==> src/rtl/sv32_pkg.sv <==
package sv32_pkg;
  localparam int VA_W      = 32;
  localparam int PA_W      = 34;
  localparam int PTE_W     = 32;
  localparam int OFF_W     = 12;
  localparam int IDX_W     = 10;
  localparam int LEVELS    = 2;
  localparam int ENT_BYTES = 4;
  localparam int PPN_W     = PA_W - OFF_W;
  localparam int PPN_LSB   = 10;
  localparam int LVL_W     = (LEVELS > 1) ? $clog2(LEVELS) : 1;

  localparam int BV = 0;
  localparam int BR = 1;
  localparam int BW = 2;
  localparam int BX = 3;
  localparam int BU = 4;
  localparam int BA = 6;
  localparam int BD = 7;

  typedef enum logic [1:0] {ACC_FETCH = 2'd0, ACC_LOAD = 2'd1, ACC_STORE = 2'd2} acc_e;
  typedef enum logic [1:0] {PRIV_U = 2'd0, PRIV_S = 2'd1, PRIV_M = 2'd3} priv_e;
  typedef enum logic [1:0] {ST_IDLE, ST_READ, ST_WRITE, ST_RESP} walk_st_e;

  function automatic logic [PA_W-1:0] ppn_to_base(input logic [PPN_W-1:0] ppn);
    return {ppn, {OFF_W{1'b0}}};
  endfunction

  function automatic logic [IDX_W-1:0] va_index(input logic [VA_W-1:0] va,
                                               input logic [LVL_W-1:0] lvl);
    return va[OFF_W + int'(lvl)*IDX_W +: IDX_W];
  endfunction

  function automatic logic [PA_W-1:0] entry_addr(input logic [PA_W-1:0] base,
                                                input logic [IDX_W-1:0] idx);
    return base + PA_W'(idx) * PA_W'(ENT_BYTES);
  endfunction

  // ppn bits that must be zero for a leaf found at level lvl
  function automatic logic [PPN_W-1:0] ppn_low_mask(input logic [LVL_W-1:0] lvl);
    return (PPN_W'(1) << (int'(lvl)*IDX_W)) - PPN_W'(1);
  endfunction
endpackage

==> src/rtl/sv32_pte_eval.sv <==
module sv32_pte_eval
  import sv32_pkg::*;
(
  input  logic             clk,
  input  logic             rst_n,
  input  logic             check_en,
  input  logic [PTE_W-1:0] pte,
  input  logic [LVL_W-1:0] lvl,
  input  acc_e             acc,
  input  priv_e            priv,
  input  logic             sum,
  input  logic             mxr,
  output logic             is_ptr,
  output logic             fault,
  output logic             perm_r,
  output logic             perm_w,
  output logic             perm_x,
  output logic             wb_need,
  output logic [PTE_W-1:0] wb_pte
);
  logic v, r, w, x, u, d;
  logic rsvd, priv_bad, misal, acc_bad, no_level;

  always_comb begin
    v = pte[BV];
    r = pte[BR];
    w = pte[BW];
    x = pte[BX];
    u = pte[BU];
    d = pte[BD];
    is_ptr = v & ~r & ~w & ~x;
    no_level = is_ptr && (lvl == '0);
    rsvd = w & ~r;
    if (u) priv_bad = (priv != PRIV_U) && (!sum || acc == ACC_FETCH);
    else   priv_bad = (priv != PRIV_S);
    misal = (pte[PPN_LSB +: PPN_W] & ppn_low_mask(lvl)) != '0;
    case (acc)
      ACC_LOAD:  acc_bad = !(r || (x && mxr));
      ACC_STORE: acc_bad = !w;
      default:   acc_bad = !x;
    endcase
    fault = !v || no_level || (!is_ptr && (rsvd || priv_bad || misal || acc_bad));
    perm_r = r | (x & mxr);
    perm_x = x;
    perm_w = w & ((acc == ACC_STORE) | d);
    wb_pte = pte | (PTE_W'(1) << BA) | ((acc == ACC_STORE) ? (PTE_W'(1) << BD) : '0);
    wb_need = (wb_pte != pte);
  end

  // a leaf accepted without fault is valid and not a reserved encoding
  assert_leaf_legal_R5: assert property (@(posedge clk) disable iff (!rst_n)
    check_en && !fault && !is_ptr |-> pte[BV] && (pte[BR] || !pte[BW]));
endmodule

==> src/rtl/sv32_addr_unit.sv <==
module sv32_addr_unit
  import sv32_pkg::*;
(
  input  logic [PA_W-1:0]  base,
  input  logic [VA_W-1:0]  vaddr,
  input  logic [LVL_W-1:0] lvl,
  input  logic [PPN_W-1:0] leaf_ppn,
  output logic [PA_W-1:0]  ent_addr,
  output logic [PA_W-1:0]  leaf_paddr
);
  logic [PA_W-1:0] leaf_base;
  logic [PA_W-1:0] cand [LEVELS];

  assign leaf_base = ppn_to_base(leaf_ppn);

  // one candidate physical address per level: low bits kept from the VA
  generate
    for (genvar gl = 0; gl < LEVELS; gl++) begin : g_lvl
      localparam int KEEP = OFF_W + gl*IDX_W;
      localparam logic [PA_W-1:0] LOW = (PA_W'(1) << KEEP) - PA_W'(1);
      assign cand[gl] = (leaf_base & ~LOW) | (PA_W'(vaddr) & LOW);
    end
  endgenerate

  assign leaf_paddr = cand[lvl];
  assign ent_addr   = entry_addr(base, va_index(vaddr, lvl));
endmodule

==> src/rtl/sv32_walker.sv <==
module sv32_walker
  import sv32_pkg::*;
(
  input  logic             clk,
  input  logic             rst_n,
  input  logic             req_valid,
  output logic             req_ready,
  input  logic [VA_W-1:0]  req_vaddr,
  input  logic [1:0]       req_access,
  input  logic [1:0]       req_priv,
  input  logic             req_sum,
  input  logic             req_mxr,
  input  logic             xlat_on,
  input  logic [PPN_W-1:0] root_ppn,
  output logic             mem_req,
  output logic             mem_we,
  output logic [PA_W-1:0]  mem_addr,
  output logic [PTE_W-1:0] mem_wdata,
  input  logic             mem_ack,
  input  logic [PTE_W-1:0] mem_rdata,
  output logic             rsp_valid,
  output logic             rsp_fault,
  output logic [PA_W-1:0]  rsp_paddr,
  output logic             rsp_r,
  output logic             rsp_w,
  output logic             rsp_x
);
  walk_st_e         st;
  logic [VA_W-1:0]  va_q;
  acc_e             acc_q;
  priv_e            priv_q;
  logic             sum_q, mxr_q, pass_q;
  logic [LVL_W-1:0] lvl_q;
  logic [PA_W-1:0]  base_q;
  logic [PTE_W-1:0] wb_q;
  logic             fault_q, r_q, w_q, x_q;
  logic [PA_W-1:0]  paddr_q;

  // named internal events
  logic accept, ent_ack, take_ptr, take_fault, take_leaf, pass_req;
  logic is_ptr, e_fault, e_r, e_w, e_x, e_wb;
  logic [PTE_W-1:0] e_wb_pte;
  logic [PA_W-1:0]  leaf_paddr;

  sv32_pte_eval u_eval (
    .clk(clk), .rst_n(rst_n), .check_en(ent_ack),
    .pte(mem_rdata), .lvl(lvl_q), .acc(acc_q), .priv(priv_q),
    .sum(sum_q), .mxr(mxr_q),
    .is_ptr(is_ptr), .fault(e_fault), .perm_r(e_r), .perm_w(e_w), .perm_x(e_x),
    .wb_need(e_wb), .wb_pte(e_wb_pte)
  );

  sv32_addr_unit u_addr (
    .base(base_q), .vaddr(va_q), .lvl(lvl_q),
    .leaf_ppn(mem_rdata[PPN_LSB +: PPN_W]),
    .ent_addr(mem_addr), .leaf_paddr(leaf_paddr)
  );

  assign req_ready  = (st == ST_IDLE);
  assign accept     = req_valid && req_ready;
  assign pass_req   = !xlat_on || (priv_e'(req_priv) == PRIV_M);
  assign ent_ack    = (st == ST_READ) && mem_ack;
  assign take_fault = ent_ack && e_fault;
  assign take_ptr   = ent_ack && !e_fault && is_ptr;
  assign take_leaf  = ent_ack && !e_fault && !is_ptr;

  assign mem_req   = (st == ST_READ) || (st == ST_WRITE);
  assign mem_we    = (st == ST_WRITE);
  assign mem_wdata = wb_q;

  assign rsp_valid = (st == ST_RESP);
  assign rsp_fault = fault_q;
  assign rsp_paddr = paddr_q;
  assign rsp_r     = r_q;
  assign rsp_w     = w_q;
  assign rsp_x     = x_q;

  always_ff @(posedge clk or negedge rst_n) begin
    if (!rst_n) begin
      st      <= ST_IDLE;
      va_q    <= '0;
      acc_q   <= ACC_FETCH;
      priv_q  <= PRIV_U;
      sum_q   <= 1'b0;
      mxr_q   <= 1'b0;
      pass_q  <= 1'b0;
      lvl_q   <= '0;
      base_q  <= '0;
      wb_q    <= '0;
      fault_q <= 1'b0;
      r_q     <= 1'b0;
      w_q     <= 1'b0;
      x_q     <= 1'b0;
      paddr_q <= '0;
    end else begin
      case (st)
        ST_IDLE: if (accept) begin
          va_q   <= req_vaddr;
          acc_q  <= acc_e'(req_access);
          priv_q <= priv_e'(req_priv);
          sum_q  <= req_sum;
          mxr_q  <= req_mxr;
          pass_q <= pass_req;
          lvl_q  <= LVL_W'(LEVELS-1);
          base_q <= ppn_to_base(root_ppn);
          if (pass_req) begin
            paddr_q <= PA_W'(req_vaddr);
            fault_q <= 1'b0;
            {r_q, w_q, x_q} <= 3'b111;
            st <= ST_RESP;
          end else begin
            st <= ST_READ;
          end
        end
        ST_READ: begin
          if (take_fault) begin
            fault_q <= 1'b1;
            paddr_q <= '0;
            {r_q, w_q, x_q} <= 3'b000;
            st <= ST_RESP;
          end else if (take_ptr) begin
            base_q <= ppn_to_base(mem_rdata[PPN_LSB +: PPN_W]);
            lvl_q  <= lvl_q - LVL_W'(1);
          end else if (take_leaf) begin
            fault_q <= 1'b0;
            paddr_q <= leaf_paddr;
            {r_q, w_q, x_q} <= {e_r, e_w, e_x};
            wb_q <= e_wb_pte;
            st <= e_wb ? ST_WRITE : ST_RESP;
          end
        end
        ST_WRITE: if (mem_ack) st <= ST_RESP;
        default:  st <= ST_IDLE;
      endcase
    end
  end

  assert_rsp_pulse_R1: assert property (@(posedge clk) disable iff (!rst_n)
    rsp_valid |=> !rsp_valid);

  assert_mem_hold_R3: assert property (@(posedge clk) disable iff (!rst_n)
    mem_req && !mem_ack |=> mem_req && $stable(mem_addr) && $stable(mem_we));

  assert_pass_full_R2: assert property (@(posedge clk) disable iff (!rst_n)
    rsp_valid && pass_q |-> rsp_r && rsp_w && rsp_x && !rsp_fault);

  assert_store_writable_R11: assert property (@(posedge clk) disable iff (!rst_n)
    rsp_valid && !rsp_fault && acc_q == ACC_STORE |-> rsp_w);

  assert_fetch_exec_R8: assert property (@(posedge clk) disable iff (!rst_n)
    rsp_valid && !rsp_fault && acc_q == ACC_FETCH |-> rsp_x);

  assert_wb_accessed_R9: assert property (@(posedge clk) disable iff (!rst_n)
    mem_req && mem_we |-> mem_wdata[BA]);
endmodule

==> config.mk <==
export PLATFORM = sky130hd
export DESIGN_NAME = sv32_walker
export DESIGN_NICKNAME = d
export VERILOG_FILES = /design/src/rtl/sv32_pkg.sv /design/src/rtl/sv32_pte_eval.sv /design/src/rtl/sv32_addr_unit.sv /design/src/rtl/sv32_walker.sv
export SDC_FILE = /design/constraint.sdc
export NUM_CORES = 1
export LEC_CHECK = 0
export ABC_CLOCK_PERIOD_IN_PS = 3600
export BUFFER_PORTS_ARGS = -buffer_cell sky130_fd_sc_hd__buf_2
export CAP_MARGIN = 20
export CELL_PAD_IN_SITES_DETAIL_PLACEMENT = 1
export CELL_PAD_IN_SITES_GLOBAL_PLACEMENT = 1
export CORE_ASPECT_RATIO = 0.6
export CORE_MARGIN = 10
export CORE_UTILIZATION = 39
export CTS_CLUSTER_SIZE = 28
export DETAILED_ROUTE_END_ITERATION = 8
export MAX_ROUTING_LAYER = met4
export PLACE_DENSITY = 0.77
export SLEW_MARGIN = 10
export SYNTH_ARGS = -nofsm -noshare
export SYNTH_HDL_FRONTEND = slang
export SYNTH_SLANG_ARGS = --single-unit
==> constraint.sdc <==
create_clock -name clk -period 3.6 [get_ports clk]
set_clock_uncertainty 0.15 [all_clocks]
set_input_delay 0.54 -clock clk [delete_from_list [all_inputs] [get_ports clk]]
set_output_delay 0.54 -clock clk [all_outputs]
set_load 0.02 [all_outputs]
==> impl_metrics.toml <==
[route]
drt_wl_total_um = 20560
drt_drc_violations_left = 0
firstDrtPassIters = 4
avgViaCountPerCell = 5.247
wl_per_cell_um = 22.87
ant_nets = 0
drtIter0Drc = 301
via_count = 4717

[critical_path]
crit_path_start_kind = "flop"
reg2reg_from = "st[1]"
reg2regPathDepth = 7
crit_type = "reg -> reg"
cp_max_fo = 33
worstPathArrival_ns = 3.03
cp_slowest_cell = "nor2_4"
critPathMaxStageDelay_ns = 0.76
cp.required_ns = 3.78
path_cells = "inv_1 > ha_2 > buf_4 > a2bb2oi_1 > nor2_4 > a22oi_1 > o21ai_1"
critPathLaunch = "st[1]"
path_delay_family = "simple AND/OR/NAND/NOR gates"
r2r_slack_ns = 0.75
r2r-end = "rsp_paddr[24]"
path_buf_inv = 2
worst_setup_path_end_kind = "flop"

[worst_hold_path]
worstHoldPathType = "in -> async"

[pwr]
switching_share = 0.4108
ir_drop_mv = 0.5447
power.switching_uw = 3264
seqPwrFrac = 0.326
combPwrFrac = 0.444
p_total_uw = 7944
leakagePower_uw = 0.004058
cellInternalPower_uw = 4680
pwr-share-clk = 0.229
powerDensity_nw_per_um2 = 1014

[cts]
cts_resized = 0
cts_hold_buffers = 0
cts_max_level = 4
cts_root_buf = "clkbuf_16"
clock_path_buffers = 2
clk_pin_slew_ns = 0.06
post-cts-setup-buffers = 0
cts_tree = "done"
cts_buffers = 17
clock_sinks = 133
clock_latency_ns = 0.41

[die]
fp.dieW_um = 179.9
row_count = 34
core-area_um2 = 14760
initial_utilization = 0.4052
io_pins = 205
die-area_um2 = 20850
fp.dieH_um = 115.9

[synthesis]
yosysSeqAreaShare = 0.5565
yosysUniqueCellTypes = 44
netlist_area_um2 = 5981
synth_warnings = 0
synth.area.top_cells = "dfrtp_1 (56%), mux2_2 (9.4%), mux2_4 (6.3%)"
synth_area_per_cell_um2 = 12.38
synth_seq_cells = 133
synth_top_area_frac = 0.5565
netlist_instances = 483
yosysTopAreaCell = "dfrtp_1"

[final_layout]
final_cells = 899
final_common_cell = "buf_2"
final_core_util = 0.5308
area_delta_synth_final_pct = 31.00
layout-drive-gt1-share = 0.4663
nNetsFinal = 788
final_cell_mix = "buf_2 (201), dfrtp_1 (133), mux2_2 (50)"

[grt]
grt_use_met3 = 0.07161
antenna_found_initial = 4
gr-total-overflow = 0
use_met1 = 0.2552
grt_busiest_layer = "met2"
grt_pass1_vias = 5162
grt_usage = 0.2012
met2_usage = 0.3049
grt_max_degree = 86
grt_pass1_wl_um = 31500

[placement]
port-buffer-count = 202
place_hpwl_um = 15200
place_inst = 863
gp_congestion = 0.8430

[sta]
setup_violations = 0
max_freq_mhz = 350.5
tightest_slew_ns = 0.9622
rsz0062_at_grt = "false"
min_period_ns = 2.853
finalSetupTns_ns = 0
drv_slew = 0
fin_crit_sh = 0.7925
slew-limit-headroom = 0.3570
hold_viol = 0

[run_status]
status = "complete, no violations"

[job]
maxCapViolCount = 0
[worst max-delay path by stage]
stage,slack [ns],cells after the start,endpoint
5_1_grt,0.55,7,rsp_paddr[21]
4_1_cts,0.75,7,rsp_paddr[24]
2_1_floorplan,0.85,7,mem_wdata[10]
6_report,0.75,7,rsp_paddr[24]
3_3_place_gp,0.60,7,mem_wdata[21]
3_5_place_dp,0.48,7,mem_wdata[21]
[kinds of logic (layout without fill, tap and decap cells)]
group,count (synthesis),after routing,share of synthesized area
buffers and inverters,59,272,0.04288
other,1,6,0.0006270
muxes,109,109,0.2142
adders and majority gates,7,7,0.01464
AOI/OAI and AO/OA,116,116,0.1222
and+or+nand+nor,58,58,0.04895
DFF,133,133,0.5565
[cells in the mapped netlist, drive strengths merged]
cell type    n
nor2         4
a21boi       1
or3          1
o21ba        1
nor4         1
mux2i       32
or2          1
a21oi        4
mux2        77
nand2b       5
dfrtp      133
nor3b        1
a31oi        1
clkbuf      20
nand2       32
buf         10
conb         1
a22oi       32
nor3         3
a211oi       2
inv         29
a211o        3
nor4b        1
or4          2
and3         2
nand4        1
a21o         1
or4b         1
o22ai        6
o21ai       55
a22o         5
o32a         1
o31ai        2
o21a         1
nand3        1
ha           7
a2bb2oi      1
nor2b        2
[area by class of cell]
type                       instances  area [um2]
fill                            1613        6927
sequential                       133        3328
multi-input combinational        292        2426
timing repair buffer             211        1097
clock buffer                      19       442.9
tap                              198       247.7
clock inverter                    13       173.9
inverter                          29       108.9
antenna                            4       10.01
[power groups by stage]
| stage | logic (uW) | clock network, uW | registers (uW) |
|---|---|---|---|
| floorplan | 1820 | 0 | 3020 |
| global placement | 3420 | 0 | 2550 |
| detailed placement | 3550 | 0 | 2600 |
| CTS | 3570 | 1860 | 2590 |
| global route | 3830 | 1930 | 2680 |
| finish | 3530 | 1820 | 2590 |
[state kept, by name, summed over array words and instances (netlist names)]
name and count:
rsp_r 1, rsp_paddr 34, mxr_q 1, priv_q 2
rsp_x 1, acc_q 2, lvl_q 1, va_q 32
sum_q 1, base_q 22, mem_wdata 32, st 2
rsp_w 1, rsp_fault 1
[per-stage QoR]
| stage | hold slack, ns | setup slack, ns | area [um2] |
|---|---|---|---|
| 4_1_cts | 0.07068 | 0.7456 | 7825 |
| 5_1_grt | 0.09557 | 0.5457 | 7835 |
| 6_report | 0.03357 | 0.7468 | 7835 |
| 2_1_floorplan | 0.09441 | 0.8527 | 5984 |
| 3_5_place_dp | 0.3048 | 0.4819 | 7208 |
| 3_3_place_gp | 0.2989 | 0.5970 | 7208 |
[layer usage]
| metal | up-vias | routed length, um |
|---|---|---|
| met5 | - | 0 |
| met4 | 0 | 95 |
| met3 | 7 | 1573 |
| met2 | 154 | 9362 |
| met1 | 2415 | 9528 |
| li1 | 2141 | - |
Note: power is estimated with default switching activity, not from simulation.
